File: src/rtl/pgw_pkg.sv
package pgw_pkg;

    typedef enum logic [2:0] {
        ST_IDLE,
        ST_WAIT_BYTE,
        ST_SETUP,
        ST_STROBE,
        ST_HOLD,
        ST_READ,
        ST_EVAL,
        ST_DONE
    } pgw_state_e;

    typedef enum logic [1:0] {
        RES_OK       = 2'd0,
        RES_TIMEOUT  = 2'd1,
        RES_UNDERRUN = 2'd2
    } pgw_result_e;

    localparam logic POLL_BIT7   = 1'b0;
    localparam logic POLL_TOGGLE = 1'b1;

endpackage

File: src/rtl/pgw_gap_timer.sv
// Counts cycles since the most recent write-enable fall; saturates at LIMIT.
module pgw_gap_timer #(
    parameter int LIMIT = 30000
) (
    input  logic clk,
    input  logic rst_n,
    input  logic restart_i,
    output logic expired_o
);
    localparam int W = $clog2(LIMIT + 1);

    logic [W-1:0] cnt_q;

    always_ff @(posedge clk) begin
        if (!rst_n) begin
            cnt_q <= '0;
        end else if (restart_i) begin
            cnt_q <= '0;
        end else if (cnt_q != W'(LIMIT)) begin
            cnt_q <= cnt_q + 1'b1;
        end
    end

    assign expired_o = (cnt_q == W'(LIMIT));
endmodule

File: src/rtl/pgw_poll_judge.sv
// Decides from the latest poll sample whether the programming cycle ended.
module pgw_poll_judge (
    input  logic mode_i,
    input  logic ref_stat_i,
    input  logic samp_stat_i,
    input  logic samp_tog_i,
    input  logic prev_tog_i,
    input  logic have_prev_i,
    output logic finished_o
);
    import pgw_pkg::*;

    always_comb begin
        if (mode_i == POLL_TOGGLE) begin
            finished_o = have_prev_i && (samp_tog_i == prev_tog_i);
        end else begin
            finished_o = (samp_stat_i == ref_stat_i);
        end
    end
endmodule

File: src/rtl/eeprom_page_writer.sv
module eeprom_page_writer #(
    parameter int PAGE_BITS = 9,
    parameter int OFS_BITS  = 6,
    parameter int DATA_W    = 8,
    parameter int SETUP_CYC = 2,
    parameter int PULSE_CYC = 3,
    parameter int HOLD_CYC  = 1,
    parameter int GAP_LIMIT = 30000,
    parameter int RD_DLY    = 2,
    parameter int POLL_MAX  = 4096
) (
    input  logic                          clk,
    input  logic                          rst_n,
    input  logic                          start_i,
    input  logic [PAGE_BITS-1:0]          page_i,
    input  logic [OFS_BITS-1:0]           count_i,
    input  logic                          mode_i,
    output logic                          busy_o,
    input  logic                          byte_valid_i,
    input  logic [OFS_BITS-1:0]           byte_offset_i,
    input  logic [DATA_W-1:0]             byte_data_i,
    output logic                          byte_ready_o,
    output logic [PAGE_BITS+OFS_BITS-1:0] ee_addr_o,
    output logic [DATA_W-1:0]             ee_dout_o,
    output logic                          ee_drive_o,
    output logic                          ee_ce_n_o,
    output logic                          ee_we_n_o,
    output logic                          ee_oe_n_o,
    input  logic [1:0]                    ee_poll_i,
    output logic                          done_o,
    output logic [1:0]                    status_o
);
    import pgw_pkg::*;

    localparam int CNT_W  = 16;
    localparam int POLL_W = $clog2(POLL_MAX + 1);

    pgw_state_e            state_q, state_d;
    logic [CNT_W-1:0]      cnt_q;
    logic [PAGE_BITS-1:0]  page_q;
    logic [OFS_BITS-1:0]   off_q;
    logic [OFS_BITS-1:0]   left_q;
    logic [DATA_W-1:0]     data_q;
    logic                  mode_q;
    logic                  first_q;
    logic                  last_q;
    logic [1:0]            samp_q;
    logic                  prev_tog_q;
    logic                  have_prev_q;
    logic [POLL_W-1:0]     polls_q;
    pgw_result_e           status_q;

    logic gap_expired;
    logic gap_restart;
    logic poll_finished;
    logic underrun;
    logic poll_exhausted;

    // Timer restarts on the first cycle with write enable low.
    assign gap_restart = (state_q == ST_STROBE) && (cnt_q == '0);

    pgw_gap_timer #(
        .LIMIT (GAP_LIMIT)
    ) gap_i (
        .clk       (clk),
        .rst_n     (rst_n),
        .restart_i (gap_restart),
        .expired_o (gap_expired)
    );

    pgw_poll_judge judge_i (
        .mode_i      (mode_q),
        .ref_stat_i  (data_q[DATA_W-1]),
        .samp_stat_i (samp_q[1]),
        .samp_tog_i  (samp_q[0]),
        .prev_tog_i  (prev_tog_q),
        .have_prev_i (have_prev_q),
        .finished_o  (poll_finished)
    );

    assign underrun       = !first_q && gap_expired;
    assign poll_exhausted = (polls_q == POLL_W'(POLL_MAX - 1));

    // Next-state logic
    always_comb begin
        state_d = state_q;
        unique case (state_q)
            ST_IDLE:      if (start_i) state_d = ST_WAIT_BYTE;
            ST_WAIT_BYTE: begin
                if (underrun)          state_d = ST_DONE;
                else if (byte_valid_i) state_d = ST_SETUP;
            end
            ST_SETUP:     if (cnt_q == CNT_W'(SETUP_CYC - 1)) state_d = ST_STROBE;
            ST_STROBE:    if (cnt_q == CNT_W'(PULSE_CYC - 1)) state_d = ST_HOLD;
            ST_HOLD: begin
                if (cnt_q == CNT_W'(HOLD_CYC - 1))
                    state_d = last_q ? ST_READ : ST_WAIT_BYTE;
            end
            ST_READ:      if (cnt_q == CNT_W'(RD_DLY - 1)) state_d = ST_EVAL;
            ST_EVAL:      state_d = (poll_finished || poll_exhausted) ? ST_DONE : ST_READ;
            ST_DONE:      state_d = ST_IDLE;
            default:      state_d = ST_IDLE;
        endcase
    end

    // State register
    always_ff @(posedge clk) begin
        if (!rst_n) state_q <= ST_IDLE;
        else        state_q <= state_d;
    end

    // Command and poll datapath
    always_ff @(posedge clk) begin
        if (!rst_n) begin
            cnt_q       <= '0;
            page_q      <= '0;
            off_q       <= '0;
            left_q      <= '0;
            data_q      <= '0;
            mode_q      <= POLL_BIT7;
            first_q     <= 1'b1;
            last_q      <= 1'b0;
            samp_q      <= '0;
            prev_tog_q  <= 1'b0;
            have_prev_q <= 1'b0;
            polls_q     <= '0;
            status_q    <= RES_OK;
        end else begin
            cnt_q <= (state_d != state_q) ? '0 : cnt_q + 1'b1;
            case (state_q)
                ST_IDLE: begin
                    if (start_i) begin
                        page_q      <= page_i;
                        left_q      <= count_i;
                        mode_q      <= mode_i;
                        first_q     <= 1'b1;
                        polls_q     <= '0;
                        have_prev_q <= 1'b0;
                        status_q    <= RES_OK;
                    end
                end
                ST_WAIT_BYTE: begin
                    if (underrun) begin
                        status_q <= RES_UNDERRUN;
                    end else if (byte_valid_i) begin
                        off_q  <= byte_offset_i;
                        data_q <= byte_data_i;
                        last_q <= (left_q == '0);
                        left_q <= left_q - 1'b1;
                    end
                end
                ST_STROBE: first_q <= 1'b0;
                ST_READ: begin
                    if (cnt_q == CNT_W'(RD_DLY - 1)) samp_q <= ee_poll_i;
                end
                ST_EVAL: begin
                    if (poll_finished) begin
                        status_q <= RES_OK;
                    end else if (poll_exhausted) begin
                        status_q <= RES_TIMEOUT;
                    end else begin
                        prev_tog_q  <= samp_q[0];
                        have_prev_q <= 1'b1;
                        polls_q     <= polls_q + 1'b1;
                    end
                end
                default: ;
            endcase
        end
    end

    // Outputs
    always_comb begin
        ee_ce_n_o    = 1'b1;
        ee_we_n_o    = 1'b1;
        ee_oe_n_o    = 1'b1;
        ee_drive_o   = 1'b0;
        byte_ready_o = 1'b0;
        done_o       = 1'b0;
        unique case (state_q)
            ST_IDLE:      ;
            ST_WAIT_BYTE: byte_ready_o = !underrun;
            ST_SETUP: begin
                ee_ce_n_o  = 1'b0;
                ee_drive_o = 1'b1;
            end
            ST_STROBE: begin
                ee_ce_n_o  = 1'b0;
                ee_we_n_o  = 1'b0;
                ee_drive_o = 1'b1;
            end
            ST_HOLD: begin
                ee_ce_n_o  = 1'b0;
                ee_drive_o = 1'b1;
            end
            ST_READ: begin
                ee_ce_n_o = 1'b0;
                ee_oe_n_o = 1'b0;
            end
            ST_EVAL:      ;
            ST_DONE:      done_o = 1'b1;
            default:      ;
        endcase
    end

    assign busy_o    = (state_q != ST_IDLE);
    assign status_o  = status_q;
    assign ee_addr_o = {page_q, off_q};
    assign ee_dout_o = data_q;

endmodule

File: config.mk
export PLATFORM = sky130hd
export DESIGN_NAME = eeprom_page_writer
export DESIGN_NICKNAME = d
export VERILOG_FILES = /design/src/rtl/pgw_pkg.sv /design/src/rtl/pgw_gap_timer.sv /design/src/rtl/pgw_poll_judge.sv /design/src/rtl/eeprom_page_writer.sv
export SDC_FILE = /design/constraint.sdc
export NUM_CORES = 1
export LEC_CHECK = 0
export BUFFER_PORTS_ARGS = -buffer_cell sky130_fd_sc_hd__buf_2
export CORE_MARGIN = 3
export CORE_UTILIZATION = 35
export DETAILED_ROUTE_END_ITERATION = 8
export HOLD_SLACK_MARGIN = 0.02
export SYNTH_ARGS = -nofsm -noshare
export SYNTH_HDL_FRONTEND = slang
export SYNTH_SLANG_ARGS = --single-unit
File: constraint.sdc
create_clock -name clk -period 2.3 [get_ports clk]
set_input_delay 0.115 -clock clk [delete_from_list [all_inputs] [get_ports clk]]
set_output_delay 0.115 -clock clk [all_outputs]
set_load 0.02 [all_outputs]
==> metrics, run 1 <==
drt pass-1 iters 4; failing checks negative setup slack; initial antenna violation count 0; largest net degree at the start of global routing 23; DIE WIDTH 115 um; PD cells 679 nW/um2; Die Y 115 um; Avg Cell Area, Syn 8.55 um2; Placed Cells 718; internal power 0.00272 W; Buffers on Ports 67; Combinational Power Share 18.5%; Slew Limit Fails 0; DIE AREA 13300 um2; CTS sink count 85; Post-synth EDFFs 0; vias per inst 5.15; Setup violations, final 8; Tmin final 2.32 ns; crit path launch type flip-flop; Power, Total 0.00378 W; Net Sw Frac 28.1%; first-pass GRT wire length 17600 um; drt wl/cell 14.3 um; Bufs on Longest Clock Path 2; cells after synthesis 489; most frequent cells in the layout dfxtp_1 (81), buf_2 (67), nand2_1 (57); Syn Std Cell Area 4180 um2; RSZ-0062 raised after global routing true; syn nets 534; area delta synth->final 33.3%; worst-path maximum fanout 8; TritonCTS buffer count 9; pin slew with the least headroom to its limit 0.608 ns; CP Capture Type flip-flop; CTS tree built; Final ANT Viol Nets 0; Core Area 11600 um2; HPWL after DPL 7690 um; status finished, violations left; root buffer selected by CTS clkbuf_16; FP Rows 39; Area after DPL 4910 um2; Worst-Skew Late Latency 0.34 ns; Worst Skew 0.00556 ns; CP arrival 2.54 ns; Synth Register Bits 85; Synth Flop Type dfxtp_1; DRC 0; Total GRT Usage 16.4%; fill count 1113; Seq pwr share 41.9%; Clk pwr share 39.6%; sequential-to-total area share from yosys stat 40.7%; crit share post-route 101%; Starting Density 36.1%; routed vias 3916; # nets final 657; Worst Path Required 2.52 ns; Yosys warning total 0; final hold violation count 0; DRT iter0 DRCs 234; vias in the first global route 3732; FMAX 431 MHz; # diodes 0; DRT Wirelength 10800 um; CP Class flip-flop to flip-flop; Design Area, Final 5570 um2; Congestion Overflow GR 0; Net Sw Power 0.00106 W; commonest non-fill, non-tap cell in the layout dfxtp_1; hold crit path type input port to flip-flop; final hold slack 0.0293 ns; Netlist cell types 63; I/O pin total 68; asr flop ratio synth 0%; max_slew headroom 59.3%; Worst-path clk slew 0.06 ns; layout cells sized above 1 27.2%; Final GP Congestion 0.852; Non-Filler Instances 760; Leak 2.28 nW; Worst Setup Slack, final -0.0200 ns; # H-tree levels 3; Place WS -0.363 ns; peak supply drop 389 uV; max cap viols 0
==> metrics by stage <==
step	setup TNS, ns	util (%)
final	-0.118	48.2
after global routing	-0.694	48.2
after CTS	0	47.3
after detailed placement	-5.27	42.5
after global placement	-4.41	42.5
after floorplan	0	-
==> kinds of logic (layout without fill, tap and decap cells) <==
logic type | after synthesis | in the layout | synth area share, %
AOI/OAI and AO/OA | 106 | 106 | 17.0
xor gates and xnor gates | 27 | 27 | 5.66
adders and majority gates | 9 | 9 | 2.69
buffers and inverters | 39 | 167 | 4.01
DFF | 85 | 85 | 40.7
muxes | 15 | 15 | 3.62
and+or+nand+nor | 208 | 208 | 26.3
==> power by group through the flow <==
| stage | clock (W) | sequential, W | combinational (W) |
|---|---|---|---|
| final | 0.00150 | 0.00159 | 0.000699 |
| after global routing | 0.00158 | 0.00159 | 0.000768 |
| after CTS | 0.00153 | 0.00159 | 0.000670 |
| after detailed placement | 0 | 0.00162 | 0.000625 |
| after global placement | 0 | 0.00161 | 0.000612 |
| after floorplan | 0 | 0.00165 | 0.000386 |
==> cell type report <==
| type | count | area, um2 | share of cell area, % |
|---|---|---|---|
| Clock inverter | 6 | 71.3 | 1.28 |
| Multi-Input combinational cell | 365 | 2370 | 42.5 |
| Tap cell | 143 | 179 | 3.21 |
| Timing Repair Buffer | 134 | 945 | 17.0 |
| Clock buffer | 10 | 239 | 4.29 |
| Inverter | 17 | 63.8 | 1.15 |
| Sequential cell | 85 | 1710 | 30.6 |
==> final timing paths <==
kind	start	depth (start not counted)	to	slack, ns
setup / recovery	cnt_q[5]$_SDFF_PP0_	7	cnt_q[6]$_SDFF_PP0_	-0.02
setup reg to reg	cnt_q[5]$_SDFF_PP0_	7	cnt_q[6]$_SDFF_PP0_	-0.02
hold reg to reg	have_prev_q$_SDFFE_PN0P_	2	have_prev_q$_SDFFE_PN0P_	0.45
hold / removal	ee_poll_i[0]	3	samp_q[0]$_SDFFE_PN0P_	0.03
==> routing by layer <==
metal / global-route usage [%] / vias up / part of all wire, %
met1: 21.0 / 1851 / 46
met2: 27.6 / 69 / 48
met4: 5.09 / 0 / 1.5
met5: 0 / - / 0
met3: 3.79 / 12 / 4.0
li1: - / 1984 / -
==> cell usage after synthesis (2+ instances only) <==
library cell   n  area [um2]
a21o_1         2        15.0
a211oi_2       9         113
nand3_1       19        95.1
xor2_1        14         123
xnor2_1       13         114
nor2b_1        5        31.3
nor3_1        11        55.1
or3b_2         4        35.0
o21ai_0       14        70.1
nor4bb_1       2        20.0
or2_2          2        12.5
a21oi_1       44         220
nor3b_1        3        22.5
nand4bb_1      3        33.8
or3_1          7        43.8
clkbuf_1      16        60.1
ha_1           9         113
or4_4          3        33.8
a31oi_1        3        18.8
and2_1         2        12.5
inv_1         17        63.8
nor4_1         7        43.8
buf_6          2        22.5
and3_1         2        12.5
a211oi_1       9        67.6
a21bo_2        2        20.0
nand2_1       57         214
mux2i_1       14         140
dfxtp_1       85        1700
o32ai_1        2        17.5
o221ai_1       2        17.5
nor2_1        51         191
nand2b_1       4        25.0
o22ai_1        3        18.8
nand4_1       10        62.6
o31ai_1        4        30.0
or4_1          6        45.0
buf_2          2        10.0
==> sequential cells by signal (all words and copies together), names as in the netlist <==
name and flops:
status_o 2, left_q 6, off_q 6, cnt_q 16, polls_q 13, samp_q 2
mode_q 1, state_q 3, first_q 1, ee_dout_o 8, page_q 9, have_prev_q 1
prev_tog_q 1, last_q 1, gap_i.cnt_q 15
==> what timing repair did <==
item	CTS	global route
buffers inserted	2	2
hold buffers	21	0
resized for setup	2	15
hold endpoints to repair	21	0
setup endpoints to repair	17	16
cloned	0	1
pin swaps	3	16
==> critical path, stage by stage, from the launching register on <==
cell and delay, ns:
dfxtp_2 0.32, or4_4 0.55, buf_6 0.14, or4_1 0.49, a211o_1 0.34, nand4_4 0.14, clkbuf_16 0.18, a211oi_2 0.04
Power figures use the tool's default switching activity.
==> inputs of run 2 (changes only) <==
--- a/config.mk
+++ b/config.mk
@@ -5,7 +5,8 @@
 export SDC_FILE = /design/constraint.sdc
 export NUM_CORES = 1
 export LEC_CHECK = 0
-export BUFFER_PORTS_ARGS = -buffer_cell sky130_fd_sc_hd__buf_2
+export BUFFER_PORTS_ARGS = -buffer_cell sky130_fd_sc_hd__clkbuf_2
+export CORE_ASPECT_RATIO = 1.5
 export CORE_MARGIN = 3
 export CORE_UTILIZATION = 35
 export DETAILED_ROUTE_END_ITERATION = 8
==> run 2 against run 1 <==
  * The run now ends clean
  * First-iteration DRC count shrank 22%
  * Maximum frequency rose by 5.1%
  * Critical endpoint is now cnt_q[4]$_SDFF_PP0_
  * Core utilization decreased by 1.3 points
  * Combinational power down 3.4%
  * Clock power grew 5%
  * Via count is essentially flat
  * Highest routed layer unchanged
  * Clock skew up 0.0044 ns
  * Largest power group unchanged
  * Die area grew 0.21%
  * Critical path depth decreased by 1
  * Critical path type unchanged
  * Sequential power about the same
==> metrics, run 2 (same netlist as run 1, synthesis figures left out) <==
TritonCTS buffer count 9 (unchanged); max_slew headroom 57.9% (-1.4 points); DIE AREA 13300 um2 (+0.21%); routed vias 3919 (+0.077%); hold crit path type input port to flip-flop; hold-critical path depth 3 (unchanged); worst-path maximum fanout 17 (+9); Non-Filler Instances 751 (-1.2%); Leak 2.20 nW (-3.7%); vias in the first global route 3808 (+2.0%); # diodes 0 (unchanged); Worst Skew 0.00993 ns (+0.00437 ns); Buffers on Ports 67 (unchanged); CP Class flip-flop to flip-flop; Worst Setup Slack, final 0.0933 ns (+0.113 ns); RSZ-0062 raised after global routing false; Core Area 11600 um2 (+0.23%); Slew Limit Fails 0 (unchanged); Largest regs cnt_q: 16 flops, gap_i.cnt_q: 15 flops, polls_q: 13 flops; DRT iter0 DRCs 182 (-22%); drt wl/cell 14.6 um (+2.6%); commonest non-fill, non-tap cell in the layout dfxtp_1; CTS tree built; crit path launch type flip-flop; Placed Cells 713 (-0.70%); crit share post-route 95.9% (-4.9 points); fin util 46.9% (-1.3 points); status completed; area delta synth->final 30.1%; CP Capture Type flip-flop; peak supply drop 309 uV (-20%); Die Y 140 um (+21%); initial antenna violation count 0 (unchanged); CP arrival 2.45 ns (-0.09 ns); I/O pin total 68 (unchanged); Total GRT Usage 16.7% (+0.24 points); fill count 1124 (+0.99%); max cap viols 0 (unchanged); layout cells sized above 1 23.8% (-3.4 points); setup TNS 0 ns (+0.118 ns); Worst Path Required 2.55 ns (+0.03 ns); Congestion Overflow GR 0 (unchanged); # nets final 642 (-2.3%); final hold violation count 0 (unchanged); largest net degree at the start of global routing 28 (+22%); Place WS 0.0470 ns (+0.410 ns); Top reg by flops cnt_q; Final ANT Viol Nets 0 (unchanged); pin slew with the least headroom to its limit 0.625 ns (+0.0173 ns); FP Rows 48 (+23%); FMAX 453 MHz (+5.1%); Starting Density 36.1% (-0.082 points); DRT Wirelength 11000 um (+1.3%); DIE WIDTH 95.2 um (-17%); final hold slack 0.0302 ns (+0.000897 ns); DRC 0 (unchanged); Worst-path clk slew 0.06 ns (about the same); root buffer selected by CTS clkbuf_16; # H-tree levels 3 (unchanged); most frequent cells in the layout dfxtp_1 (85), clkbuf_2 (67), nand2_1 (57); HPWL after DPL 7900 um (+2.7%); first-pass GRT wire length 17800 um (+0.82%); Final GP Congestion 0.834 (-2.2%); Reg2Reg Depth 6 (-1); PD cells 706 nW/um2 (+4.0%); max FFs per register 16 (unchanged); Worst-Skew Late Latency 0.34 ns (about the same); CTS sink count 85 (unchanged); vias per inst 5.22 (+1.3%); Tmin final 2.21 ns (-0.113 ns); Bufs on Longest Clock Path 2 (unchanged); drt pass-1 iters 4 (unchanged); multi-input logic area 2340 um2 (-1.2%); Sequential Area 1700 um2 (-0.29%); Setup violations, final 0 (-8)
==> run 2: cell types whose count changed in the layout (fill, tap and decap cells not counted), moves of 3 or more <==
| cell | change |
|---|---|
| a211oi_2 | -3 |
| clkbuf_2 | +67 |
| a211oi_1 | +3 |
| buf_2 | -67 |
| dfxtp_2 | -4 |
| dfxtp_1 | +4 |
| buf_6 | -3 |
| buf_4 | -12 |
==> run 2: final cells by class <==
type                       instances  area share (%)
clock buffer                      10            4.39
clock inverter                     5            1.56
inverter                          17            1.17
multi-input combinational        365            43.0
sequential                        85            31.3
tap                              150            3.45
timing repair buffer             119            15.1
==> run 2: layer usage <==
metal / part of all wire [%] / track usage [%] / up-vias
met5: 0 / 0 / -
met4: 2.4 / 7.07 / 0
met3: 3.6 / 3.89 / 19
met2: 53 / 29.3 / 70
met1: 41 / 18.8 / 1867
li1: - / - / 1963
==> run 2: critical path, stage by stage (launching register included) <==
cell and delay, ns:
dfxtp_1 0.35, or4_4 0.56, or4_4 0.57, o21ai_4 0.18, nor4b_4 0.07, buf_12 0.17, a211oi_1 0.20
==> run 2: final timing paths <==
kind	start	to	slack [ns]
max reg2reg	cnt_q[7]$_SDFF_PP0_	cnt_q[4]$_SDFF_PP0_	0.09
min	byte_offset_i[5]	off_q[5]$_SDFFE_PN0P_	0.03
max	cnt_q[7]$_SDFF_PP0_	cnt_q[4]$_SDFF_PP0_	0.09
min reg2reg	have_prev_q$_SDFFE_PN0P_	have_prev_q$_SDFFE_PN0P_	0.45
==> run 2: through the flow <==
stage / power, W / instance area [um2]
2_1_floorplan: 0.00203 / 4180
3_3_place_gp: 0.00224 / 4850
3_5_place_dp: 0.00225 / 4850
4_1_cts: 0.00385 / 5380
5_1_grt: 0.00401 / 5440
6_report: 0.00384 / 5440
==> run 2: power by group <==
group          leakage (nW)  switching (W)  internal, W
clock                 0.155       0.000591     0.000978
sequential            0.690      0.0000544      0.00154
combinational          1.35       0.000381     0.000295
==> run 2: timing repair <==
item,in CTS,in global routing
gates resized for setup,0,4
hold buffers,21,0
setup endpoints to repair,0,16
hold endpoints to repair,21,0
buffers inserted,0,1
==> inputs of run 3 (changes only) <==
--- a/config.mk
+++ b/config.mk
@@ -5,8 +5,9 @@
 export SDC_FILE = /design/constraint.sdc
 export NUM_CORES = 1
 export LEC_CHECK = 0
+export ABC_AREA = 1
 export BUFFER_PORTS_ARGS = -buffer_cell sky130_fd_sc_hd__clkbuf_2
-export CORE_ASPECT_RATIO = 1.5
+export CORE_ASPECT_RATIO = 2
 export CORE_MARGIN = 3
 export CORE_UTILIZATION = 35
 export DETAILED_ROUTE_END_ITERATION = 8
==> run 3 against run 2 <==
  * Core utilization down 2.2 points
  * First-iteration DRC count shrank 42%
  * Via count decreased by 0.43%
  * Maximum frequency increased by 6.6%
  * Critical endpoint is now byte_ready_o
==> metrics, run 3 <==
CTS sink count 85 (unchanged); drt pass-1 iters 4 (unchanged); final hold violation count 0 (unchanged); Worst-Skew Late Latency 0.34 ns (about the same); RSZ-0062 raised after global routing false; Leak 2.13 nW (-2.9%); worst-path cell chain inv_1 -> ha_1 -> nand2_1 -> inv_1 -> nand2_1 -> nor2_1 -> nand3_1 -> nand2_1 -> inv_2 -> buf_4 -> clkbuf_2; largest net degree at the start of global routing 25 (-11%); TritonCTS buffer count 9 (unchanged); Top reg by flops cnt_q; DIE AREA 13300 um2 (about the same); most frequent cells in the layout nand2_1 (126), dfxtp_1 (85), clkbuf_2 (67); metal3 WL 329 um (-18%); # diodes 0 (unchanged); vias in the first global route 3934 (+3.3%); Tmin final 2.07 ns (-0.137 ns); fill count 1153 (+2.6%); routed vias 3902 (-0.43%); DRT iter0 DRCs 106 (-42%); peak supply drop 655 uV (+110%); top cells by count, synth nand2_1 (126), dfxtp_1 (85), inv_1 (66), nor2_1 (66), nand3_1 (56); Worst-path clk slew 0.07 ns (about the same); Non-Filler Instances 817 (+8.8%); Worst Skew 0.00699 ns (-0.00294 ns); crit path launch type flip-flop; vias per inst 4.78 (-8.5%); worst-path maximum fanout 15 (-2); Core Area 11500 um2 (-0.85%); HPWL after DPL 7550 um (-4.4%); commonest non-fill, non-tap cell in the layout nand2_1; I/O pin total 68 (unchanged); CP Capture Type primary output; asr flop ratio synth 0% (unchanged); DIE WIDTH 83.1 um (-13%); max_slew headroom 46.7% (-11 points); CP arrival 1.95 ns (-0.50 ns); Bufs on Longest Clock Path 2 (unchanged); top cell type's share of synthesized area 40.9% (+0.18 points); Slew Limit Fails 0 (unchanged); CP Class flip-flop to primary output; max FFs per register 16 (unchanged); metal2 WL 5350 um (-8.6%); sequential-to-total area share from yosys stat 40.9% (+0.18 points); Die Y 160 um (+15%); pin slew with the least headroom to its limit 0.799 ns (+0.174 ns); # nets final 715 (+11%); # H-tree levels 3 (unchanged); number of setup buffers added after CTS 0 (unchanged); status completed; Placed Cells 786 (+10%); max incr delay on CP 0.34 ns (-0.23 ns); CTS tree built; Synth Register Bits 85 (unchanged); Largest regs cnt_q: 16 flops, gap_i.cnt_q: 15 flops, polls_q: 13 flops; PD cells 757 nW/um2 (+7.2%); Total GRT Usage 15.7% (-1.0 points); root buffer selected by CTS clkbuf_16; FMAX 483 MHz (+6.6%); DRC 0 (unchanged); max cap viols 0 (unchanged); cells after synthesis 585 (+20%); Synth Flop Type dfxtp_1; Syn Std Cell Area 4160 um2 (-0.45%); count leader, synth nand2_1; first-pass GRT wire length 17300 um (-2.8%); Final ANT Viol Nets 0 (unchanged); Final GP Congestion 0.848 (+1.7%); Worst Path Required 2.18 ns (-0.37 ns); Congestion Overflow GR 0 (unchanged); crit share post-route 90.0% (-6.0 points); Buffers on Ports 67 (unchanged); Starting Density 36.2% (+0.15 points); FP Rows 55 (+15%); uppermost routed layer met4; hold crit path type input port to flip-flop; setup TNS 0 ns (unchanged); Synth area leader dfxtp_1; Setup violations, final 0 (unchanged); most repeated library cell on the critical path nand2_1; Netlist cell types 36 (-43%); Avg Cell Area, Syn 7.11 um2 (-17%); met1 wire length 3910 um (-12%); Post-synth EDFFs 0 (unchanged); initial antenna violation count 0 (unchanged); largest cells by area after synthesis dfxtp_1 (41%), nand2_1 (11%), nand3_1 (6.7%); layout cells sized above 1 19.1% (-4.7 points); Yosys warning total 0 (unchanged); Critical Path Slowest Stage Cell dfxtp_1; area delta synth->final 23.5%; syn nets 630 (+18%); DRT Wirelength 9890 um (-10%); drt wl/cell 12.1 um (-17%)
-- run 3: cell types whose count changed after synthesis, moves of 9 or more --
| cell | delta |
|---|---|
| nand2_1 | +69 |
| nor2_1 | +15 |
| nand3_1 | +37 |
| mux2i_1 | -14 |
| nor2_2 | +17 |
| a211oi_2 | -9 |
| inv_1 | +49 |
-- run 3: cell families (layout without fill, tap and decap cells) --
family                   Yosys count  after routing  synth area share (%)
XOR/XNOR                          17             17                  3.58
adder cells (fa/ha/maj)            9              9                  2.71
AO/OA/AOI/OAI                     85             85                  11.3
buffers and inverters             87            177                  8.33
AND/OR/NAND/NOR                  302            302                  33.2
flip-flops                        85             85                  40.9
-- run 3: per-stage QoR --
stage / utilization, % / hold WS [ns] / worst slack, ns / total power [W] / area (um2)
after global placement: 40.5 / 0.372 / 0.342 / 0.00229 / 4650
final: 44.7 / 0.0284 / 0.230 / 0.00389 / 5140
after detailed placement: 40.5 / 0.376 / 0.261 / 0.00231 / 4650
after global routing: 44.7 / 0.0224 / 0.0466 / 0.00409 / 5140
after floorplan: - / 0.276 / 0.476 / 0.00212 / 4160
after CTS: 44.7 / 0.0218 / 0.185 / 0.00393 / 5130
-- run 3: what timing repair did --
item                       CTS  global route
gates resized for setup      0             1
setup endpoints to repair    0            10
hold buffers                15             0
hold endpoints to repair    15             0
-- run 3: final timing paths --
path                               startpoint  cells past startpoint  slack (ns)                      to
setup / recovery  gap_i.cnt_q[0]$_SDFFE_PP0P_                     11        0.23            byte_ready_o
hold / removal                      page_i[3]                      3        0.03  page_q[3]$_SDFFE_PN0P_
setup reg to reg  gap_i.cnt_q[0]$_SDFFE_PP0P_                     13        0.33  left_q[2]$_SDFFE_PN0P_
hold reg to reg        page_q[2]$_SDFFE_PN0P_                      2        0.46  page_q[2]$_SDFFE_PN0P_
-- run 3: layout make-up --
| type | instances | area, um2 | share of cell area (%) |
|---|---|---|---|
| Clock buffer | 9 | 225 | 4.38 |
| Multi-Input combinational cell | 413 | 2120 | 41.2 |
| Clock inverter | 7 | 104 | 2.02 |
| Sequential cell | 85 | 1700 | 33.1 |
| Inverter | 71 | 267 | 5.19 |
| Tap cell | 142 | 178 | 3.46 |
| Timing Repair Buffer | 90 | 546 | 10.6 |
-- run 3: layer usage --
layer | global-route usage (%) | vias to the layer above
met3 | 2.99 | 15
met2 | 30.2 | 61
met1 | 15.6 | 1770
met5 | 0 | -
li1 | - | 2056
met4 | 7.44 | 0
-- run 3: power breakdown --
group / leakage, nW / internal [W] / switching (W)
Combinational: 1.28 / 0.000235 / 0.000448
Clock: 0.161 / 0.000969 / 0.000629
Sequential: 0.690 / 0.00155 / 0.0000603
Total: 2.13 / 0.00275 / 0.00114
-- run 3: critical path, delay by kind of cell, from the launching register on --
| kind | cells | cell delay (ns) |
|---|---|---|
| fa+ha+maj | 1 | 0.15 |
| buf+inv | 5 | 0.54 |
| flops | 1 | 0.34 |
| simple gates | 5 | 0.57 |
